==> src/rtl/eprom_prog_pkg.sv <==
package eprom_prog_pkg;

    localparam int ADDR_W = 14;
    localparam int DATA_W = 8;

    typedef enum logic [2:0] {
        PH_IDLE,
        PH_VPP_SETUP,
        PH_CE_SETUP,
        PH_PULSE,
        PH_HOLD,
        PH_VERIFY,
        PH_FINISH
    } phase_e;

    typedef struct packed {
        logic [ADDR_W-1:0] addr;
        logic [DATA_W-1:0] data;
        logic              verify;
    } wr_req_t;

    typedef struct packed {
        logic vpp_en;
        logic ce_n;
        logic oe_n;
        logic pgm_n;
        logic data_oe;
    } pin_ctl_t;

    // Round a nanosecond interval up to whole clock cycles, at least one.
    function automatic longint ns_to_cycles(longint ns, longint khz);
        longint c;
        c = (ns * khz + 64'd999_999) / 64'd1_000_000;
        if (c < 1) c = 1;
        return c;
    endfunction

    function automatic pin_ctl_t decode_pins(phase_e ph);
        pin_ctl_t p;
        p = '{vpp_en: 1'b0, ce_n: 1'b1, oe_n: 1'b1, pgm_n: 1'b1, data_oe: 1'b0};
        case (ph)
            PH_VPP_SETUP: begin p.vpp_en = 1'b1; p.data_oe = 1'b1; end
            PH_CE_SETUP:  begin p.vpp_en = 1'b1; p.data_oe = 1'b1; p.ce_n = 1'b0; end
            PH_PULSE:     begin p.vpp_en = 1'b1; p.data_oe = 1'b1; p.ce_n = 1'b0; p.pgm_n = 1'b0; end
            PH_HOLD:      begin p.vpp_en = 1'b1; p.data_oe = 1'b1; p.ce_n = 1'b0; end
            PH_VERIFY:    begin p.vpp_en = 1'b1; p.ce_n = 1'b0; p.oe_n = 1'b0; end
            default:      ;
        endcase
        return p;
    endfunction

endpackage

==> src/rtl/eprom_phase_timer.sv <==
module eprom_phase_timer #(
    parameter int W = 8
) (
    input  logic         clk,
    input  logic         rst,
    input  logic         load,
    input  logic [W-1:0] load_val,
    output logic         zero
);
    logic [W-1:0] cnt;

    always_ff @(posedge clk) begin
        if (rst)              cnt <= '0;
        else if (load)        cnt <= load_val;
        else if (cnt != '0)   cnt <= cnt - 1'b1;
    end

    assign zero = (cnt == '0);

    // The counter never wraps below zero.
    p_no_wrap_r5: assert property (@(posedge clk) disable iff (rst)
        (!load && zero) |=> zero);
endmodule

==> src/rtl/eprom_verify_cmp.sv <==
module eprom_verify_cmp
    import eprom_prog_pkg::*;
(
    input  logic              clk,
    input  logic              rst,
    input  logic              clear,
    input  logic              sample,
    input  logic [DATA_W-1:0] expected,
    input  logic [DATA_W-1:0] returned,
    output logic              mismatch
);
    always_ff @(posedge clk) begin
        if (rst || clear) mismatch <= 1'b0;
        else if (sample)  mismatch <= (returned != expected);
    end

    p_clear_on_accept_r10: assert property (@(posedge clk) disable iff (rst)
        clear |=> !mismatch);
    p_flag_only_on_sample_r7: assert property (@(posedge clk) disable iff (rst)
        (!sample && !clear) |=> $stable(mismatch));
endmodule

==> src/rtl/eprom_seq_fsm.sv <==
module eprom_seq_fsm
    import eprom_prog_pkg::*;
#(
    parameter int         W         = 8,
    parameter logic [W-1:0] SETUP_LD  = '0,
    parameter logic [W-1:0] PULSE_LD  = '0,
    parameter logic [W-1:0] HOLD_LD   = '0,
    parameter logic [W-1:0] ACCESS_LD = '0
) (
    input  logic         clk,
    input  logic         rst,
    input  logic         req_valid,
    input  logic         verify_q,
    input  logic         tmr_zero,
    output phase_e       phase,
    output logic         accept,
    output logic         sample,
    output logic         tmr_load,
    output logic [W-1:0] tmr_val
);
    phase_e nxt;

    always_comb begin
        nxt      = phase;
        tmr_load = 1'b0;
        tmr_val  = '0;
        sample   = 1'b0;
        accept   = 1'b0;
        case (phase)
            PH_IDLE: if (req_valid) begin
                accept = 1'b1; nxt = PH_VPP_SETUP; tmr_load = 1'b1; tmr_val = SETUP_LD;
            end
            PH_VPP_SETUP: if (tmr_zero) begin
                nxt = PH_CE_SETUP; tmr_load = 1'b1; tmr_val = SETUP_LD;
            end
            PH_CE_SETUP: if (tmr_zero) begin
                nxt = PH_PULSE; tmr_load = 1'b1; tmr_val = PULSE_LD;
            end
            PH_PULSE: if (tmr_zero) begin
                nxt = PH_HOLD; tmr_load = 1'b1; tmr_val = HOLD_LD;
            end
            PH_HOLD: if (tmr_zero) begin
                if (verify_q) begin
                    nxt = PH_VERIFY; tmr_load = 1'b1; tmr_val = ACCESS_LD;
                end else begin
                    nxt = PH_FINISH;
                end
            end
            PH_VERIFY: if (tmr_zero) begin
                nxt = PH_FINISH; sample = 1'b1;
            end
            PH_FINISH: nxt = PH_IDLE;
            default:   nxt = PH_IDLE;
        endcase
    end

    always_ff @(posedge clk) begin
        if (rst) phase <= PH_IDLE;
        else     phase <= nxt;
    end

    p_finish_one_cycle_r8: assert property (@(posedge clk) disable iff (rst)
        (phase == PH_FINISH) |=> (phase == PH_IDLE));
    p_busy_ignores_req_r9: assert property (@(posedge clk) disable iff (rst)
        (phase != PH_IDLE) |-> !accept);
endmodule

==> src/rtl/eprom_prog_seq.sv <==
module eprom_prog_seq
    import eprom_prog_pkg::*;
#(
    parameter longint CLK_KHZ   = 50_000,
    parameter longint SETUP_NS  = 2_000,
    parameter longint PULSE_NS  = 50_000_000,
    parameter longint HOLD_NS   = 2_000,
    parameter longint ACCESS_NS = 200
) (
    input  logic              clk,
    input  logic              rst,
    input  logic              req_valid,
    input  logic [ADDR_W-1:0] req_addr,
    input  logic [DATA_W-1:0] req_data,
    input  logic              req_verify,
    output logic              busy,
    output logic              done,
    output logic              mismatch,
    output logic [ADDR_W-1:0] ep_addr,
    output logic [DATA_W-1:0] ep_data_out,
    output logic              ep_data_oe,
    input  logic [DATA_W-1:0] ep_data_in,
    output logic              ep_ce_n,
    output logic              ep_oe_n,
    output logic              ep_pgm_n,
    output logic              ep_vpp_en
);
    localparam longint SETUP_CYC  = ns_to_cycles(SETUP_NS, CLK_KHZ);
    localparam longint PULSE_CYC  = ns_to_cycles(PULSE_NS, CLK_KHZ);
    localparam longint HOLD_CYC   = ns_to_cycles(HOLD_NS, CLK_KHZ);
    localparam longint ACCESS_CYC = ns_to_cycles(ACCESS_NS, CLK_KHZ);
    localparam longint MAX_A   = (SETUP_CYC > HOLD_CYC) ? SETUP_CYC : HOLD_CYC;
    localparam longint MAX_B   = (PULSE_CYC > ACCESS_CYC) ? PULSE_CYC : ACCESS_CYC;
    localparam longint MAX_CYC = (MAX_A > MAX_B) ? MAX_A : MAX_B;
    localparam int CNT_W = $clog2(MAX_CYC + 1);
    localparam int RUN_W = CNT_W + 1;

    phase_e          phase;
    wr_req_t         req_q;
    pin_ctl_t        pins;
    logic            accept, sample, tmr_load, tmr_zero;
    logic [CNT_W-1:0] tmr_val;

    always_ff @(posedge clk) begin
        if (rst)         req_q <= '0;
        else if (accept) req_q <= '{addr: req_addr, data: req_data, verify: req_verify};
    end

    eprom_seq_fsm #(
        .W         (CNT_W),
        .SETUP_LD  (CNT_W'(SETUP_CYC - 1)),
        .PULSE_LD  (CNT_W'(PULSE_CYC - 1)),
        .HOLD_LD   (CNT_W'(HOLD_CYC - 1)),
        .ACCESS_LD (CNT_W'(ACCESS_CYC - 1))
    ) fsm_i (
        .clk      (clk),
        .rst      (rst),
        .req_valid(req_valid),
        .verify_q (req_q.verify),
        .tmr_zero (tmr_zero),
        .phase    (phase),
        .accept   (accept),
        .sample   (sample),
        .tmr_load (tmr_load),
        .tmr_val  (tmr_val)
    );

    eprom_phase_timer #(.W(CNT_W)) timer_i (
        .clk     (clk),
        .rst     (rst),
        .load    (tmr_load),
        .load_val(tmr_val),
        .zero    (tmr_zero)
    );

    eprom_verify_cmp cmp_i (
        .clk     (clk),
        .rst     (rst),
        .clear   (accept),
        .sample  (sample),
        .expected(req_q.data),
        .returned(ep_data_in),
        .mismatch(mismatch)
    );

    assign pins        = decode_pins(phase);
    assign ep_vpp_en   = pins.vpp_en;
    assign ep_ce_n     = pins.ce_n;
    assign ep_oe_n     = pins.oe_n;
    assign ep_pgm_n    = pins.pgm_n;
    assign ep_data_oe  = pins.data_oe;
    assign ep_addr     = req_q.addr;
    assign ep_data_out = req_q.data;
    assign busy        = (phase != PH_IDLE);
    assign done        = (phase == PH_FINISH);

    // Run-length counters used only by the timing properties below.
    logic [RUN_W-1:0] vpp_run, ce_run, pgm_run;
    always_ff @(posedge clk) begin
        if (rst) begin
            vpp_run <= '0; ce_run <= '0; pgm_run <= '0;
        end else begin
            vpp_run <= ep_vpp_en ? vpp_run + 1'b1 : '0;
            ce_run  <= !ep_ce_n  ? ce_run + 1'b1  : '0;
            pgm_run <= !ep_pgm_n ? pgm_run + 1'b1 : '0;
        end
    end

    p_addr_stable_r2: assert property (@(posedge clk) disable iff (rst)
        (busy && $past(busy)) |-> ($stable(ep_addr) && $stable(ep_data_out)));
    p_vpp_setup_r3: assert property (@(posedge clk) disable iff (rst)
        $fell(ep_ce_n) |-> (vpp_run == RUN_W'(SETUP_CYC)));
    p_ce_setup_r4: assert property (@(posedge clk) disable iff (rst)
        $fell(ep_pgm_n) |-> (ce_run == RUN_W'(SETUP_CYC)));
    p_pulse_width_r5: assert property (@(posedge clk) disable iff (rst)
        $rose(ep_pgm_n) |-> (pgm_run == RUN_W'(PULSE_CYC)));
    p_data_hold_r6: assert property (@(posedge clk) disable iff (rst)
        $rose(ep_pgm_n) |-> (ep_data_oe && $stable(ep_data_out)));
    p_done_pins_r8: assert property (@(posedge clk) disable iff (rst)
        done |-> (ep_ce_n && !ep_vpp_en && !ep_data_oe));
    p_no_contention_r11: assert property (@(posedge clk) disable iff (rst)
        !ep_oe_n |-> !ep_data_oe);
    p_pgm_needs_vpp_r11: assert property (@(posedge clk) disable iff (rst)
        !ep_pgm_n |-> (ep_vpp_en && !ep_ce_n && ep_data_oe));
endmodule

==> config.mk <==
export PLATFORM = sky130hd
export DESIGN_NAME = eprom_prog_seq
export DESIGN_NICKNAME = d
export VERILOG_FILES = /design/src/rtl/eprom_prog_pkg.sv /design/src/rtl/eprom_phase_timer.sv /design/src/rtl/eprom_verify_cmp.sv /design/src/rtl/eprom_seq_fsm.sv /design/src/rtl/eprom_prog_seq.sv
export SDC_FILE = /design/constraint.sdc
export NUM_CORES = 1
export LEC_CHECK = 0
export BUFFER_PORTS_ARGS = -buffer_cell sky130_fd_sc_hd__buf_2
export CORE_AREA = 2 2 73 68
export DETAILED_ROUTE_END_ITERATION = 10
export DIE_AREA = 0 0 75 70
export GPL_ROUTABILITY_DRIVEN = 0
export PLACE_DENSITY_LB_ADDON = 0.12
export SLEW_MARGIN = 20
export SYNTH_ARGS = -nofsm -noshare
export SYNTH_HDL_FRONTEND = slang
export SYNTH_SLANG_ARGS = --single-unit
==> constraint.sdc <==
create_clock -name clk -period 4.7 [get_ports clk]
set_clock_uncertainty 0.05 [all_clocks]
set_input_delay 0.235 -clock clk [delete_from_list [all_inputs] [get_ports clk]]
set_output_delay 0.235 -clock clk [all_outputs]
set_load 0.01 [all_outputs]
==> impl_metrics.yaml, run 1 <==
clock_network:
  cts.sinks: 49
  root_buffer: "clkbuf_8"
  cts_resized: 0
  cts_buffers: 5
  cts_tree: "built"
  cts_hold_buf: 0
  postCtsSetupBuffers: 0
  ctsLongestPathBuffers: 2
  path_clk_slew_ns: 0.10
  insertion_delay_ns: 0.31
  h-tree-depth: 2
synth:
  syn_inst: 302
  yosysTopAreaCell: "dfxtp_1"
  synth_edf_count: 0
  seq_area_frac_synth: 0.405
  netlist_area_um2: 2420
  synth_top_area_share: 0.405
  synthArstFlopShare: 0
  yosysUniqueCellTypes: 46
  ys_ff_latch: 49
  synthFlopType: "dfxtp_1"
  avgSynthCellArea_um2: 8.02
  synthTopCellsByArea: "dfxtp_1, nand2_1, a21oi_1"
  ys_warn_count: 0
  syn_nets: 337
global_route:
  grt_max_degree: 33
  busiest_layer: "met1"
  gr-usage-met3: 0.0577
  grt_pass1_wl_um: 9420
  antenna_found_initial: 0
  grt_pass1_vias: 2070
  gr-total-overflow: 0
  met2_usage: 0.325
  grt.total_usage: 0.228
  met1_usage: 0.332
pwr:
  ir_worst_vdd_mv: 0.274
  p_leak_uw: 0.00118
  power.total_uw: 1990
  p_per_area_nw_per_um2: 688
setup_path:
  worstPathMaxFanout: 9
  path_cells: "inv_1, ha_1, or4b_2, or4_4, or4_4, o21ai_2, a21oi_1"
  cpMaxStageDelayCell: "or4b_2"
  critPathKind: "flop to flop"
  required_ns: 4.82
  rr_startpoint: "timer_i.cnt[0]"
  critPathMostFrequentCell: "or4_4"
  crit_arrival_ns: 2.79
  crit_path_start_kind: "flop"
  crit_path_end_kind: "flop"
  startpoint: "timer_i.cnt[0]"
  slowest_delay_ns: 0.65
sta:
  finalHoldWorstSlack_ns: 0.0954
  setup_tns_ns: 0
  drv_slew: 0
  period_needed_ns: 2.67
  finalCritPeriodShare: 0.569
  relSlewSlack: 0.343
  rsz0062_at_grt: "no"
  setup_viol: 0
  max_clock_freq_mhz: 374
  finalHoldViolCount: 0
  worst_pin_slew_ns: 0.983
die:
  io_pins: 64
  fp.dieW_um: 75
  core_area_um2: 4590
  start_util: 0.527
  num_rows: 24
  die_h_um: 70
  die-area_um2: 5250
placement:
  placed_area_um2: 2780
  place_hpwl_um: 4070
  port_buffers: 63
final_layout:
  final_area_um2: 2890
  diodes: 0
  final_nets: 396
  drive_above_1_share: 0.235
  fill_cells: 424
  synthToLayoutAreaGrowth_pct: 19.5
worst_hold_path:
  min_from: "req_addr[6]"
  min_path_type: "primary input to flop"
route:
  initialDrtViolationCount: 152
  drc: 0
  wl_per_cell_um: 13.4
  routed_via_density: 5.44
  vias: 2325
  routed_wl_um: 5730
  antenna_left: 0
  drtPass1Iterations: 4
outcome:
  run_status: "completed"
job:
  cap_violations: 0
-- power by group --
part	internal, uW	total, uW	switching (uW)
combinational	396	1040	639
sequential	524	637	113
clock	163	317	155
-- metal layers --
layer,wire length [um],share of wire
met5,0,0
met2,2560,0.45
met1,2740,0.48
met3,343,0.060
met4,89,0.016
-- cell usage after synthesis, types with 4 or more instances --
cell / number
a21oi_1: 44
a31oi_1: 6
clkbuf_1: 8
dfxtp_1: 49
inv_1: 8
nand2_1: 63
nand3_1: 6
nor2_1: 18
nor3_1: 8
nor4_1: 6
o21ai_0: 8
or3_1: 5
or4_1: 6
xnor2_1: 16
xor2_1: 4
-- critical path, delay by kind of cell, from the launching register on --
family / cells / cell delay, ns
adder cells (fa/ha/maj): 1 / 0.20
flip-flops: 1 / 0.35
AND/OR/NAND/NOR: 3 / 1.70
AO/OA/AOI/OAI: 2 / 0.14
buffers and inverters: 1 / 0.09
-- per-stage QoR --
step	setup slack, ns	instances	util
final	2.03	427	0.630
after global routing	1.85	427	0.630
after CTS	2.03	427	0.630
after detailed placement	2.05	419	0.605
after global placement	2.08	419	0.605
after floorplan	2.13	302	-
-- flip-flops by register name, indices dropped and copies added, names as in the netlist --
register	count
timer_i.cnt	22
cmp_i.mismatch	1
ep_addr	14
fsm_i.phase	3
req_q	1
ep_data_out	8
-- cell type report --
| class | instances | area, um^2 | share of cell area |
|---|---|---|---|
| Clock buffer | 5 | 68.8 | 0.0238 |
| Clock inverter | 3 | 47.5 | 0.0164 |
| Inverter | 8 | 30.0 | 0.0104 |
| Multi-Input combinational cell | 231 | 1350 | 0.466 |
| Sequential cell | 49 | 981 | 0.339 |
| Tap cell | 65 | 81.3 | 0.0281 |
| Timing Repair Buffer | 66 | 338 | 0.117 |
-- cell families (layout without fill, tap and decap cells) --
kind of cell	Yosys count	count (layout)	synth area share
and+or+nand+nor	134	134	0.287
AOI/OAI and AO/OA	75	75	0.188
DFF	49	49	0.405
buffers and inverters	22	82	0.0387
xor gates and xnor gates	20	20	0.0723
adders and majority gates	1	1	0.00516
muxes	1	1	0.00413
-- path summary, 6_finish.rpt --
path / to / slack, ns / cells past startpoint
setup reg to reg: timer_i.cnt[0] / 2.03 / 7
setup / recovery: timer_i.cnt[0] / 2.03 / 7
hold / removal: ep_addr[6] / 0.1 / 3
hold reg to reg: ep_addr[6] / 0.41 / 2
-- cell usage in the layout, fill, tap and decap left out, drive strengths merged, types with 3 or more instances in the layout --
cell type  count
nor2b          3
xnor2         16
nand3          6
nor2          19
clkbuf         5
o211ai         3
o21ai          9
buf           66
or3            5
nand2         63
o21a           3
nor3           9
nor4           8
xor2           4
inv           10
or4            8
a21oi         44
a31oi          6
dfxtp         49
(Power assumes the default switching activity.)
==> run 2, diff against run 1 <==
CORE_AREA = 2 2 75 70   (was 2 2 73 68)
DIE_AREA = 0 0 77 72   (was 0 0 75 70)
clock period = 2.7 ns   (was 4.7 ns; I/O delays follow)
==> run 2 against run 1 <==
Die area rose by 5.6%. Hold slack got worse by 0.087 ns. Wire length increased by 6.9%. Global-route usage up 0.83 points. Final area is 5.2% higher. Critical path type unchanged. Highest routed layer unchanged.
==> impl_metrics.yaml, run 2 (same netlist as run 1, synthesis figures left out) <==
clock_network:
  cts_tree: "built"
  h-tree-depth: 2
  cts_buffers: 5
  path_clk_slew_ns: 0.09
  cts.sinks: 49
  ctsLongestPathBuffers: 2
  insertion_delay_ns: 0.30
  root_buffer: "clkbuf_8"
die:
  core_area_um2: 4740
  die-area_um2: 5540
  die_h_um: 72
  start_util: 0.511
  num_rows: 24
  io_pins: 64
  fp.dieW_um: 77
sta:
  relSlewSlack: 0.545
  setup_viol: 0
  worst_pin_slew_ns: 0.674
  finalHoldViolCount: 0
  setup_tns_ns: 0
  finalCritPeriodShare: 0.967
  drv_slew: 0
  rsz0062_at_grt: "no"
  max_clock_freq_mhz: 383
  period_needed_ns: 2.61
pwr:
  ir_worst_vdd_mv: 0.494
  power.total_uw: 3590
  p_leak_uw: 0.00126
  p_per_area_nw_per_um2: 1180
global_route:
  grt.total_usage: 0.237
  grt_pass1_vias: 2300
  grt_max_degree: 33
  grt_pass1_wl_um: 10600
  antenna_found_initial: 0
  gr-total-overflow: 0
route:
  vias: 2394
  routed_wl_um: 6130
  routed_via_density: 5.36
  antenna_left: 0
  drc: 0
  drtPass1Iterations: 4
  wl_per_cell_um: 13.7
  initialDrtViolationCount: 175
final_layout:
  fill_cells: 448
  synthToLayoutAreaGrowth_pct: 25.7
  regMostFlops: "timer_i.cnt"
  mostFrequentLayoutCells: "nand2_1, buf_2, dfxtp_1"
  drive_above_1_share: 0.267
  largest_reg_flops: 22
  diodes: 0
  multiInputGateArea_um2: 1350
  layout.area.seq_um2: 982
  final_nets: 416
setup_path:
  reg2regPathDepth: 7
  critPathKind: "flop to flop"
  reg2reg_to: "timer_i.cnt[0]"
  startpoint: "timer_i.cnt[0]"
  crit_arrival_ns: 2.73
  cp-endpoint: "timer_i.cnt[0]"
  crit_path_end_kind: "flop"
  r2r_setup_slack_ns: 0.09
  worstPathMaxFanout: 9
  rr_startpoint: "timer_i.cnt[0]"
  crit_path_start_kind: "flop"
  required_ns: 2.82
placement:
  port_buffers: 63
  place_hpwl_um: 4380
outcome:
  run_status: "completed"
worst_hold_path:
  min_path_type: "primary input to flop"
job:
  cap_violations: 0
-- run 2: timing repair --
item                                    CTS  global route
resized for setup                         0             2
hold endpoints to repair                  5             0
endpoints found under the setup margin    0             2
buffers inserted                          0             1
hold buffers                              5             0
-- run 2: layout make-up --
| type | instances | share of cell area |
|---|---|---|
| flip-flops and latches | 49 | 0.323 |
| clock buffers | 6 | 0.0271 |
| well taps | 65 | 0.0267 |
| inverters | 8 | 0.00986 |
| multi-input cells | 231 | 0.443 |
| repair buffers | 86 | 0.164 |
| clock inverters | 2 | 0.00575 |
-- run 2: power breakdown --
part	switching, uW	internal (uW)
registers	178	913
logic	1170	848
clock network	260	213
-- run 2: how the worst min path moves through the flow --
stage | start | to | slack (ns) | cells past startpoint
final | req_data[5] | ep_data_out[5] | 0.009 | 3
after global placement | req_data[1] | ep_data_out[1] | 0.33 | 3
after detailed placement | req_data[7] | ep_data_out[7] | 0.33 | 3
after global routing | req_addr[1] | ep_addr[1] | 0.007 | 3
after CTS | req_addr[12] | ep_addr[12] | 0.001 | 3
after floorplan | rst | fsm_i.phase[0] | 0.15 | 1
-- run 2: metrics by stage --
step | cells | setup WS, ns | instance area [um^2] | util | hold WS, ns
floorplan | 302 | 0.133 | 2420 | - | 0.154
global placement | 433 | 0.139 | 2880 | 0.608 | 0.326
detailed placement | 433 | 0.0966 | 2880 | 0.608 | 0.332
CTS | 446 | 0.0828 | 3030 | 0.639 | 0.00114
global route | 447 | 0.0129 | 3040 | 0.642 | 0.00694
finish | 447 | 0.0881 | 3040 | 0.642 | 0.00863
-- run 2: per-layer routing --
metal / global-route usage / vias to the layer above / part of all wire
met2: 0.389 / 85 / 0.46
met1: 0.313 / 1083 / 0.46
li1: - / 1220 / -
met5: 0 / - / 0
met3: 0.0572 / 6 / 0.072
met4: 0.0734 / 0 / 0.011
-- run 2: worst max-delay path: stages, from the launching register on --
cell and delay (ns):
dfxtp_2 0.35, inv_1 0.09, ha_2 0.20, or4b_2 0.60, or4_4 0.54, or4_4 0.51
o21ai_2 0.06, a21oi_1 0.07
